===== src/rtl/tick_pkg.sv =====
package tick_pkg;
  localparam int ADDR_W   = 8;
  localparam int DATA_W   = 32;
  localparam int FLAG_BIT = 16;

  localparam logic [ADDR_W-1:0] OFS_STAT   = 8'h10;
  localparam logic [ADDR_W-1:0] OFS_RELOAD = 8'h14;
  localparam logic [ADDR_W-1:0] OFS_CUR    = 8'h18;

  // Strobes from control to datapath
  typedef struct packed {
    logic step;     // count one step this cycle
    logic swClear;  // software write to current value
  } cntCmd_t;
endpackage


===== src/rtl/tick_dp.sv =====
module tick_dp
  import tick_pkg::*;
#(
  parameter int CNT_W = 24
) (
  input  logic             clk,
  input  logic             rstN,
  input  cntCmd_t          cmd,
  input  logic [CNT_W-1:0] reloadVal,
  output logic [CNT_W-1:0] cntVal,
  output logic             hitZero
);
  localparam logic [CNT_W-1:0] ONE  = CNT_W'(1);
  localparam logic [CNT_W-1:0] ZERO = '0;

  logic [CNT_W-1:0] cntQ;

  always_ff @(posedge clk) begin
    if (!rstN) begin
      cntQ <= ZERO;
    end else if (cmd.swClear) begin
      cntQ <= ZERO;
    end else if (cmd.step) begin
      if (cntQ == ZERO) cntQ <= reloadVal;
      else              cntQ <= cntQ - ONE;
    end
  end

  assign cntVal  = cntQ;
  assign hitZero = cmd.step && !cmd.swClear && (cntQ == ONE);

  AST_SWCLR_ZEROES: assert property (@(posedge clk) disable iff (!rstN)
    cmd.swClear |=> (cntQ == ZERO));
  AST_HOLD_NO_STEP: assert property (@(posedge clk) disable iff (!rstN)
    (!cmd.step && !cmd.swClear) |=> $stable(cntQ));
  AST_DECR_BY_ONE: assert property (@(posedge clk) disable iff (!rstN)
    (cmd.step && !cmd.swClear && cntQ != ZERO) |=> (cntQ == $past(cntQ) - ONE));
  AST_RELOAD_ZERO_STAYS: assert property (@(posedge clk) disable iff (!rstN)
    (cntQ == ZERO && reloadVal == ZERO && !cmd.swClear) |=> (cntQ == ZERO));
endmodule


===== src/rtl/tick_ctrl.sv =====
module tick_ctrl
  import tick_pkg::*;
#(
  parameter int CNT_W = 24
) (
  input  logic              clk,
  input  logic              rstN,
  input  logic              regWe,
  input  logic              regRe,
  input  logic [ADDR_W-1:0] regAddr,
  input  logic [DATA_W-1:0] regWdata,
  output logic [DATA_W-1:0] regRdata,
  input  logic              refTick,
  input  logic [CNT_W-1:0]  cntVal,
  input  logic              hitZero,
  output cntCmd_t           cmd,
  output logic [CNT_W-1:0]  reloadVal,
  output logic              tickIrq
);
  localparam int PAD_W = DATA_W - CNT_W;

  logic enQ, irqEnQ, coreClkQ, flagQ, tickIrqQ;
  logic [CNT_W-1:0] reloadQ;
  logic wrStat, wrReload, wrCur, rdStat;
  wire  unusedWdata = ^regWdata[DATA_W-1:CNT_W];

  assign wrStat   = regWe && (regAddr == OFS_STAT);
  assign wrReload = regWe && (regAddr == OFS_RELOAD);
  assign wrCur    = regWe && (regAddr == OFS_CUR);
  assign rdStat   = regRe && (regAddr == OFS_STAT);

  assign cmd.step    = enQ && (coreClkQ || refTick);
  assign cmd.swClear = wrCur;

  always_ff @(posedge clk) begin
    if (!rstN) begin
      enQ      <= 1'b0;
      irqEnQ   <= 1'b0;
      coreClkQ <= 1'b0;
      flagQ    <= 1'b0;
      tickIrqQ <= 1'b0;
      reloadQ  <= '0;
    end else begin
      if (wrStat) begin
        enQ      <= regWdata[0];
        irqEnQ   <= regWdata[1];
        coreClkQ <= regWdata[2];
      end
      if (wrReload) reloadQ <= regWdata[CNT_W-1:0];
      if (hitZero)              flagQ <= 1'b1;
      else if (wrCur || rdStat) flagQ <= 1'b0;
      tickIrqQ <= hitZero && irqEnQ;
    end
  end

  always_comb begin
    regRdata = '0;
    unique case (regAddr)
      OFS_STAT: begin
        regRdata[0]        = enQ;
        regRdata[1]        = irqEnQ;
        regRdata[2]        = coreClkQ;
        regRdata[FLAG_BIT] = flagQ;
      end
      OFS_RELOAD: regRdata = {{PAD_W{1'b0}}, reloadQ};
      OFS_CUR:    regRdata = {{PAD_W{1'b0}}, cntVal};
      default:    regRdata = '0;
    endcase
  end

  assign reloadVal = reloadQ;
  assign tickIrq   = tickIrqQ;

  AST_IRQ_HAS_FLAG: assert property (@(posedge clk) disable iff (!rstN)
    tickIrq |-> flagQ);
  AST_IRQ_ONE_CYCLE: assert property (@(posedge clk) disable iff (!rstN)
    tickIrq |=> !tickIrq);
  AST_IRQ_AT_ZERO: assert property (@(posedge clk) disable iff (!rstN)
    tickIrq |-> (cntVal == '0));
  AST_NO_IRQ_DISABLED: assert property (@(posedge clk) disable iff (!rstN)
    !irqEnQ |=> !tickIrq);
  AST_FLAG_CLR_ON_READ: assert property (@(posedge clk) disable iff (!rstN)
    (rdStat && !hitZero) |=> !flagQ);
endmodule


===== src/rtl/tick_timer.sv =====
module tick_timer
  import tick_pkg::*;
#(
  parameter int CNT_W = 24
) (
  input  logic              clk,
  input  logic              rstN,
  input  logic              regWe,
  input  logic              regRe,
  input  logic [ADDR_W-1:0] regAddr,
  input  logic [DATA_W-1:0] regWdata,
  output logic [DATA_W-1:0] regRdata,
  input  logic              refTick,
  output logic              tickIrq
);
  cntCmd_t          cmd;
  logic [CNT_W-1:0] reloadVal;
  logic [CNT_W-1:0] cntVal;
  logic             hitZero;

  tick_ctrl #(.CNT_W(CNT_W)) ctrl_i (
    .clk(clk), .rstN(rstN),
    .regWe(regWe), .regRe(regRe), .regAddr(regAddr),
    .regWdata(regWdata), .regRdata(regRdata),
    .refTick(refTick), .cntVal(cntVal), .hitZero(hitZero),
    .cmd(cmd), .reloadVal(reloadVal), .tickIrq(tickIrq)
  );

  tick_dp #(.CNT_W(CNT_W)) dp_i (
    .clk(clk), .rstN(rstN), .cmd(cmd),
    .reloadVal(reloadVal), .cntVal(cntVal), .hitZero(hitZero)
  );

  AST_RESET_QUIET: assert property (@(posedge clk)
    !rstN |=> !tickIrq);
endmodule


===== config.mk =====
export PLATFORM = sky130hd
export DESIGN_NAME = tick_timer
export DESIGN_NICKNAME = d
export VERILOG_FILES = /design/src/rtl/tick_pkg.sv /design/src/rtl/tick_dp.sv /design/src/rtl/tick_ctrl.sv /design/src/rtl/tick_timer.sv
export SDC_FILE = /design/constraint.sdc
export NUM_CORES = 1
export LEC_CHECK = 0
export BUFFER_PORTS_ARGS = -buffer_cell sky130_fd_sc_hd__buf_2
export CAP_MARGIN = 5
export CORE_MARGIN = 2
export CORE_UTILIZATION = 35
export CTS_CLUSTER_SIZE = 20
export DETAILED_ROUTE_END_ITERATION = 12
export PLACE_DENSITY = 0.58
export SYNTH_ARGS = -nofsm -noshare
export SYNTH_HDL_FRONTEND = slang
export SYNTH_SLANG_ARGS = --single-unit

===== constraint.sdc =====
create_clock -name clk -period 6.4 [get_ports clk]
set_clock_uncertainty 0.1 [all_clocks]
set_input_delay 0.32 -clock clk [delete_from_list [all_inputs] [get_ports clk]]
set_output_delay 0.32 -clock clk [all_outputs]
set_load 0.03 [all_outputs]

==> metrics.md <==
| Metric | Value |
|---|---|
| Number of warnings issued by yosys | 0 |
| Post-synth design cell area | 3030 µm² |
| Clock tree root buffer cell | sky130_fd_sc_hd__clkbuf_8 |
| CTS sink count | 53 |
| Global-route wire length before repair | approximately 14000 µm |
| Yosys reg bits | between 50 and 60 |
| Average instance area after synthesis | 7.93 µm² |
| Path type of the worst min-delay path | input port to flip-flop |
| Final hold violation count | 0 |
| Slew at the pin closest to its max-slew limit | between 900 and 1000 ps |
| Crit end category | flip-flop |
| Post-synthesis instance total | 382 |
| CTS tree | yes |
| Number of hold buffers added after CTS | 0 |
| Starting Density | a little over a third |
| Count of maximum capacitance violations | 0 |
| Simple-gate share of the synthesized area | between 20% and 30% |
| Layout area overhead | 12.8% |
| Number of buffers on the longest clock path | 2 |
| Pin count of the biggest net entering global routing | 30 |
| Core area | just over 8000 µm² |
| Total congestion overflow | 0 |
| Final period util | 47.4% |
| Lkg Pwr | around 1.3 nW |
| Required time of the worst setup path | about 6500 ps |
| Kind of start point of the critical path | flip-flop |
| Setup total negative slack | 0 ps |
| Gp weighted congestion | ~0.82 |
| Sequential cell area fraction in the yosys report | 35.0% |
| Cts bufs inserted | 5 |
| Maximum VDD drop | 0.000102 V |
| Number of port buffers | 61 |
| Share of the synthesized area in the top cell type | 35.0% |
| WS Path Type | flip-flop to flip-flop |
| Ranking of synthesized cells by instance count | sky130_fd_sc_hd__nand2_1, sky130_fd_sc_hd__dfxtp_1, sky130_fd_sc_hd__a21boi_0 |
| # diodes | 0 |
| Compound-cell area share of the yosys netlist | between 20 and 30% |
| Hold WS | 139 ps |
| Clock-pin slew of the registers on the worst-case setup and hold paths | 110 ps |
| Clock latency of the later-clocked register in the worst-skew pair | approximately 320 ps |
| DRT Wirelength | between 8000 and 9000 µm |
| I/O pin count | 78 |
| Drt first pass iters | 4 |
| Worst max-slew margin expressed relative to the limit | between 30% and 40% |
| Setup-violating endpoint count in the final report | 0 |
| Combinational family with the most area after synthesis | compound AO/OA/AOI/OAI gates |
| Result of the run | finished, final reports clean |
| Number of DRC violations after detailed routing | 0 |
| Total number of vias | approximately 2900 |
| Async set-or-reset flop fraction in the synthesized netlist | 0% |
| Largest fanout of any net on the critical path | 15 |
| Overall Global Routing Usage | 17.4% |
| Rows | 33 |
| Post-detailed-placement half-perimeter wirelength | around 5600 µm |
| Number of antenna violations at the first check in global routing | 0 |
| Areal power density over the cells | roughly 170 nW/µm² |
| Top-count cell post-synth | sky130_fd_sc_hd__nand2_1 |
| Max Fclk | between 300 and 400 MHz |
| Share of synthesized cell area in full adder, half adder and majority cells | ~1.2% |
| Crit path DAT | roughly 3100 ps |
| Combined area of the multi-input logic cells | 1750 µm² |
| Die H | around 97 µm |
| Via-per-instance ratio | 5.45 |
| Fraction of synthesized cell area in xor and xnor cells | 0% |
| Detail-routed net length per standard cell | 15.6 µm |
| Die Area | about 9400 µm² |
| Share of post-route cells with drive strength above 1 | between 10% and 20% |
| Cell types with the largest area share after synthesis | sky130_fd_sc_hd__dfxtp_1, sky130_fd_sc_hd__nand2_1, sky130_fd_sc_hd__a21boi_0 |
| Violation count after the first detailed-routing iteration | 160 |
| Number of global-route vias before repair | approximately 2800 |
| Slew Viols, Final | 0 |
| CTS-repair resized insts | 0 |
| Filler instances | between 900 and 1000 |
| Post-detailed-route count of antenna-violating nets | 0 |
| Number of synthesized flops with an enable pin | 0 |
| Post-synthesis cell type count | 58 |
| Top cell type by total area after synthesis | sky130_fd_sc_hd__dfxtp_1 |
| Chip width | between 90 and 100 µm |
| Total area of sequential cells | approximately 1100 µm² |
| Mux contribution to synthesized area | 4.75% |
| Min Tclk post-route | 3030 ps |
| Count of H-tree levels built during CTS | 2 |
| RSZ-0062 raised after global routing | no |
| Final nets | 468 |
| Primary flip-flop cell chosen by synthesis mapping | sky130_fd_sc_hd__dfxtp_1 |
| Post-CTS repair timing setup buffer count | 0 |
-- kinds of logic (layout without fill, tap and decap cells) --
logic type,after synthesis,in the layout
compound gates,114,114
buf+inv,49,81
fa+ha+maj,3,3
other cells,1,8
simple gates,148,148
mux,14,14
flops,53,53
-- per-stage QoR --
step / worst slack (ps) / instance area, µm² / power, W / util, % / std cells
6_report: 3370 / 3420 / 0.000597 / 41.2 / 526
5_1_grt: 3140 / 3420 / 0.000616 / 41.2 / 526
4_1_cts: 3320 / 3420 / 0.000600 / 41.2 / 526
3_5_place_dp: 3220 / 3300 / 0.000370 / 39.8 / 518
3_3_place_gp: 3280 / 3300 / 0.000370 / 39.8 / 518
2_1_floorplan: 3850 / 3050 / 0.000360 / - / 389
-- power by group --
group / switching, W / internal, W / total, W
Combinational: 0.0000196 / 0.0000127 / 0.0000324
Clock: 0.000118 / 0.000117 / 0.000235
Sequential: 0.000000245 / 0.000330 / 0.000330
Total: 0.000138 / 0.000460 / 0.000597
-- final timing paths --
kind / from / endpoint / slack (ps) / cells past startpoint
worst max-delay path: dp_i.cntVal[11] / dp_i.cntVal[6] / 3370 / 5
worst max register to register: dp_i.cntVal[11] / dp_i.cntVal[6] / 3370 / 5
worst min-delay path: regWdata[16] / ctrl_i.reloadVal[16] / 140 / 3
worst min register to register: ctrl_i.irqEnQ / ctrl_i.tickIrq / 380 / 2
-- worst max-delay path: stages, from the launching register on --
cell and delay, ps:
sky130_fd_sc_hd__dfxtp_1 420, sky130_fd_sc_hd__or4_4 620, sky130_fd_sc_hd__or4_4 620, sky130_fd_sc_hd__nor2_2 530
sky130_fd_sc_hd__o21ai_0 170, sky130_fd_sc_hd__a2111oi_0 450
-- layout make-up --
class | count | share of cell area, %
timing repair buffer | 62 | 9.16
clock buffer | 5 | 2.01
clock inverter | 3 | 1.36
inverter | 11 | 1.21
multi-input combinational | 287 | 51.4
tap | 105 | 3.85
sequential | 53 | 31.1
-- flip-flops by register name, indices dropped and copies added, names as in the netlist --
name,flops
ctrl_i.tickIrq,1
ctrl_i.flagQ,1
ctrl_i.coreClkQ,1
ctrl_i.enQ,1
dp_i.cntVal,24
ctrl_i.irqEnQ,1
ctrl_i.reloadVal,24
-- placed cells by master (no fill, tap or decap), types with 2 or more instances in the layout --
cell type	netlist	routed
sky130_fd_sc_hd__nor3b_1	4	4
sky130_fd_sc_hd__a311o_1	2	2
sky130_fd_sc_hd__a22oi_1	3	3
sky130_fd_sc_hd__mux2_1	2	2
sky130_fd_sc_hd__nor3_1	15	15
sky130_fd_sc_hd__nor2b_1	5	5
sky130_fd_sc_hd__o21ai_0	14	13
sky130_fd_sc_hd__a221oi_1	3	3
sky130_fd_sc_hd__a32o_1	2	2
sky130_fd_sc_hd__a211oi_1	2	2
sky130_fd_sc_hd__dfxtp_1	53	53
sky130_fd_sc_hd__nand4_1	2	2
sky130_fd_sc_hd__nor4_1	5	5
sky130_fd_sc_hd__or4b_2	2	2
sky130_fd_sc_hd__or4_4	2	2
sky130_fd_sc_hd__mux2i_1	11	11
sky130_fd_sc_hd__o32ai_1	2	2
sky130_fd_sc_hd__clkbuf_8	0	5
sky130_fd_sc_hd__o41ai_1	2	2
sky130_fd_sc_hd__buf_2	2	61
sky130_fd_sc_hd__o22ai_1	7	7
sky130_fd_sc_hd__a31oi_1	6	6
sky130_fd_sc_hd__conb_1	1	8
sky130_fd_sc_hd__a21boi_0	24	24
sky130_fd_sc_hd__inv_1	11	11
sky130_fd_sc_hd__or4_1	2	2
sky130_fd_sc_hd__nand3_1	10	10
sky130_fd_sc_hd__o2bb2ai_1	2	2
sky130_fd_sc_hd__ha_1	3	3
sky130_fd_sc_hd__nor2_1	19	19
sky130_fd_sc_hd__a21oi_1	16	16
sky130_fd_sc_hd__a22o_1	20	20
sky130_fd_sc_hd__nand2_1	65	65
sky130_fd_sc_hd__o21ai_1	1	2
sky130_fd_sc_hd__or3_1	6	6
-- routing by layer --
| layer | track usage, % | up-vias | wire (µm) |
|---|---|---|---|
| met3 | 2.60 | 5 | 335 |
| met1 | 24.4 | 1336 | 4060 |
| met5 | 0 | - | 0 |
| met4 | 3.47 | 0 | 57 |
| met2 | 28.4 | 72 | 3750 |
| li1 | - | 1452 | - |
Power figures use the tool's default switching activity.
